==> src/rtl/mode_ctrl_pkg.sv <==
package mode_ctrl_pkg;
  localparam int REG_W = 8;
  localparam int BIT_DBLK = 0;
  localparam int BIT_PORT = 1;
  localparam int BIT_WDT = 2;
  localparam int BIT_EXP = 3;
  localparam int BIT_WAIT = 7;
  localparam logic [REG_W-1:0] RESET_VAL = 8'h08;
  localparam logic [REG_W-1:0] FORCE_MASK = 8'h09;
  localparam logic [REG_W-1:0] RSVD_MASK = 8'h70;

  typedef struct packed {
    logic wrAccept;
    logic forceSet;
    logic rdHit;
  } strobe_t;
endpackage

==> src/rtl/mode_ctrl_ctl.sv <==
module mode_ctrl_ctl
  import mode_ctrl_pkg::*;
#(
  parameter int ADDR_W = 10,
  parameter logic [ADDR_W-1:0] REG_ADDR = 'h005
) (
  input  logic              wrEn,
  input  logic [ADDR_W-1:0] addr,
  input  logic              protectEn,
  input  logic              rewriteMode,
  output strobe_t           strobes
);
  logic addrHit;

  always_comb begin
    addrHit          = (addr == REG_ADDR);
    strobes.rdHit    = addrHit;
    strobes.wrAccept = wrEn && addrHit && protectEn;
    strobes.forceSet = rewriteMode;
  end
endmodule

==> src/rtl/mode_ctrl_dp.sv <==
module mode_ctrl_dp
  import mode_ctrl_pkg::*;
(
  input  logic             clk,
  input  logic             rstN,
  input  strobe_t          strobes,
  input  logic [REG_W-1:0] wdata,
  output logic [REG_W-1:0] regVal,
  output logic [REG_W-1:0] rdata
);
  logic [REG_W-1:0] storedQ;
  logic [REG_W-1:0] storedD;
  logic [REG_W-1:0] forceMask;

  always_comb begin
    storedD = storedQ;
    if (strobes.wrAccept) begin
      storedD[BIT_DBLK] = wdata[BIT_DBLK];
      storedD[BIT_PORT] = wdata[BIT_PORT];
      storedD[BIT_WDT]  = storedQ[BIT_WDT] | wdata[BIT_WDT];
      storedD[BIT_EXP]  = wdata[BIT_EXP];
      storedD[BIT_WAIT] = wdata[BIT_WAIT];
    end
    if (strobes.forceSet) storedD = storedD | FORCE_MASK;
    storedD = storedD & ~RSVD_MASK;
  end

  always_ff @(posedge clk) begin
    if (!rstN) storedQ <= RESET_VAL;
    else       storedQ <= storedD;
  end

  always_comb begin
    forceMask = strobes.forceSet ? FORCE_MASK : '0;
    regVal    = storedQ | forceMask;
    rdata     = strobes.rdHit ? regVal : '0;
  end

  assert_rsvd_zero_R5: assert property (@(posedge clk) disable iff (!rstN)
    (regVal & RSVD_MASK) == '0);

  assert_wdt_sticky_R4: assert property (@(posedge clk) disable iff (!rstN)
    $past(rstN) && $past(regVal[BIT_WDT]) |-> regVal[BIT_WDT]);

  assert_force_hold_R6: assert property (@(posedge clk) disable iff (!rstN)
    strobes.forceSet |-> (regVal[BIT_DBLK] && regVal[BIT_EXP]));

  assert_no_write_R2: assert property (@(posedge clk) disable iff (!rstN)
    !strobes.wrAccept && !strobes.forceSet |=> $stable(storedQ));

  assert_write_load_R3: assert property (@(posedge clk) disable iff (!rstN)
    strobes.wrAccept && !strobes.forceSet |=>
      storedQ[BIT_WAIT] == $past(wdata[BIT_WAIT]) &&
      storedQ[BIT_PORT] == $past(wdata[BIT_PORT]) &&
      storedQ[BIT_DBLK] == $past(wdata[BIT_DBLK]));
endmodule

==> src/rtl/mode_ctrl_reg.sv <==
module mode_ctrl_reg
  import mode_ctrl_pkg::*;
#(
  parameter int ADDR_W = 10,
  parameter logic [ADDR_W-1:0] REG_ADDR = 'h005
) (
  input  logic              clk,
  input  logic              rstN,
  input  logic              wrEn,
  input  logic [ADDR_W-1:0] addr,
  input  logic [7:0]        wdata,
  input  logic              protectEn,
  input  logic              rewriteMode,
  output logic [7:0]        rdata,
  output logic              dataBlockEn,
  output logic              portFuncSel,
  output logic              wdtResetSel,
  output logic              areaExpand,
  output logic              waitStateEn
);
  strobe_t          strobes;
  logic [REG_W-1:0] regVal;

  mode_ctrl_ctl #(.ADDR_W(ADDR_W), .REG_ADDR(REG_ADDR)) u_ctl (
    .wrEn(wrEn), .addr(addr), .protectEn(protectEn),
    .rewriteMode(rewriteMode), .strobes(strobes)
  );

  mode_ctrl_dp u_dp (
    .clk(clk), .rstN(rstN), .strobes(strobes), .wdata(wdata),
    .regVal(regVal), .rdata(rdata)
  );

  always_comb begin
    dataBlockEn = regVal[BIT_DBLK];
    portFuncSel = regVal[BIT_PORT];
    wdtResetSel = regVal[BIT_WDT];
    areaExpand  = regVal[BIT_EXP];
    waitStateEn = regVal[BIT_WAIT];
  end
endmodule

==> config.mk <==
export PLATFORM = sky130hd
export DESIGN_NAME = mode_ctrl_reg
export DESIGN_NICKNAME = d
export VERILOG_FILES = /design/src/rtl/mode_ctrl_pkg.sv /design/src/rtl/mode_ctrl_ctl.sv /design/src/rtl/mode_ctrl_dp.sv /design/src/rtl/mode_ctrl_reg.sv
export SDC_FILE = /design/constraint.sdc
export NUM_CORES = 1
export LEC_CHECK = 0
export ABC_AREA = 1
export BUFFER_PORTS_ARGS = -buffer_cell sky130_fd_sc_hd__buf_2
export CAP_MARGIN = 25
export CORE_AREA = 8 8 45 47
export DETAILED_ROUTE_END_ITERATION = 10
export DIE_AREA = 0 0 53 55
export GPL_ROUTABILITY_DRIVEN = 0
export PLACE_DENSITY = 0.65
export SYNTH_ARGS = -nofsm -noshare
export SYNTH_HDL_FRONTEND = slang
export SYNTH_HIERARCHICAL = 1
export SYNTH_SLANG_ARGS = --single-unit
==> constraint.sdc <==
create_clock -name clk -period 1.9 [get_ports clk]
set_clock_uncertainty 0.15 [all_clocks]
set_input_delay 0.38 -clock clk [delete_from_list [all_inputs] [get_ports clk]]
set_output_delay 0.38 -clock clk [all_outputs]
set_load 0.05 [all_outputs]
==> results.ini <==
[power_and_ir_drop]
vdd_drop_max_mv=0.166
p_total_mw=0.284
power.density_mw_per_mm2=543
power_leakage_nw=0.329

[critical_path]
cp_max_fo=3
worstPathRequired_ns=1.37
path_depth=7
crit_slowest_cell=clkbuf_4
startpoint_type=input pin
end_kind=primary output
cp.arrival_ns=1.28
critical_path.max_stage_delay_ns=0.24
timing.rr.start=u_dp/storedQ[0]
crit_start=addr[7]
path_class=input pin to primary output
worst-path-buf-inv=3
crit_family=buffers and inverters
path_cells=buf_2 -> nor2_1 -> nand3_1 -> nor2_2 -> inv_1 -> a21oi_1 -> clkbuf_4
ff2ff_path_depth=4

[placed_design]
hpwl_um=907
io_buffers=29

[hold_path]
worstHoldPathType=input pin to register
hold_depth=3
hp-start=rewriteMode

[detailed_routing]
first_pass_iters=4
drt-initial-drc-count=4
post-route-drc-count=0
wl_met3_um=88
wl_per_cell_um=10.0
ant_nets=0
drt-vias-per-instance=4.09
wl_met2_um=591
top_layer=met3
wl_met1_um=362
via_count=425
wl_um=1040

[synthesis]
synth_area_sq_um=349
yosys_warnings=6
syn_avg_cell_area_sq_um=6.02
syn_inst=58

[timing]
whs_ns=0.185
rsz0062_at_grt=false
fmax_mhz=552
hold_viol=0
setup_viol=0
final_max_slew_viol_count=0
finalCritPeriodShare_pct=95.3
fin_tns_setup_ns=0
period_minus_slack_ns=1.81

[global_routing]
antenna_found_initial=0
grt_pass1_vias=424
grt_max_degree=6
gr-total-overflow=0
grt_pass1_wl_um=1600
track_usage_pct=7.49

[die]
fp-row-count=14
fp.dieH_um=55
io_pins=36
core_area_sq_mm=0.00138
die_width_um=53
die_area_sq_mm=0.00292
initial_core_util_pct=25.2

[cells_and_area]
top_register=u_dp/storedQ
top_regs=u_dp/storedQ: 5 flops
antenna_cells=0
fin_nets=112
syn2layout_area_growth_pct=49.8
largest_register_ffs=5
drive_above_1_share_pct=44.3

[flow_run]
drv_cap=0

[clock_network]
holdBufCountCts=0
cts.path.max_buffers=2
cts-root-buf=clkbuf_4
clock_latency_ns=0.24
cts_buffers=3
cts_max_level=1
cts_sinks=5
cts_tree=done
path_clk_slew_ns=0.04

[status]
outcome=completed

==> cells in the final DEF (no fill, tap or decap), types with 3 or more instances in the layout <==
cell type and n:
buf_4 6, conb_1 3, buf_2 25, nor2_1 9, dfxtp_1 5, clkbuf_4 4
inv_1 11, a21oi_1 5, nand2_1 11
==> cell type report <==
type / instances / area, sq um
inverter: 12 / 45.0
sequential: 5 / 100
timing repair buffer: 32 / 178
clock buffer: 4 / 26.3
fill: 167 / 861
multi-input combinational: 35 / 154
tap: 16 / 20.0
==> path summary, 6_finish.rpt <==
check / to / slack (ns)
setup / recovery: rdata[3] / 0.09
hold / removal: u_dp/storedQ[3] / 0.18
setup reg to reg: u_dp/storedQ[0] / 1.13
hold reg to reg: u_dp/storedQ[3] / 0.32
==> per-stage QoR <==
stage	std cells	setup slack [ns]	cell area (sq um)	utilization, %
detailed placement	100	0.00135	484	35.0
floorplan	60	-0.207	357	-
global route	104	0.00166	523	37.8
global placement	100	0.00706	484	35.0
CTS	104	0.0287	515	37.3
finish	104	0.0900	523	37.8
==> where the power goes <==
group / leakage [nW] / total (mW) / switching [mW] / internal [mW]
logic: 0.273 / 0.0526 / 0.0332 / 0.0195
clock network: 0.0150 / 0.124 / 0.0441 / 0.0794
registers: 0.0406 / 0.108 / 0.000891 / 0.107
==> layer usage <==
metal | vias to the layer above | track usage, %
met5 | - | 0
li1 | 219 | -
met4 | 0 | 3.88
met1 | 192 | 5.49
met3 | 0 | 4.55
met2 | 14 | 14.6
==> timing repair <==
action                     4_1_cts  5_1_grt
pin swaps                        0        0
setup buffers                    0        0
resized for setup                2        4
hold endpoints to repair         0        0
setup endpoints to repair        2        4
==> worst min-delay path: stages <==
cell and delay [ns]:
buf_2 0.09, a21oi_1 0.03, nand2_1 0.05
No activity file was read; power rests on OpenSTA's default activity.
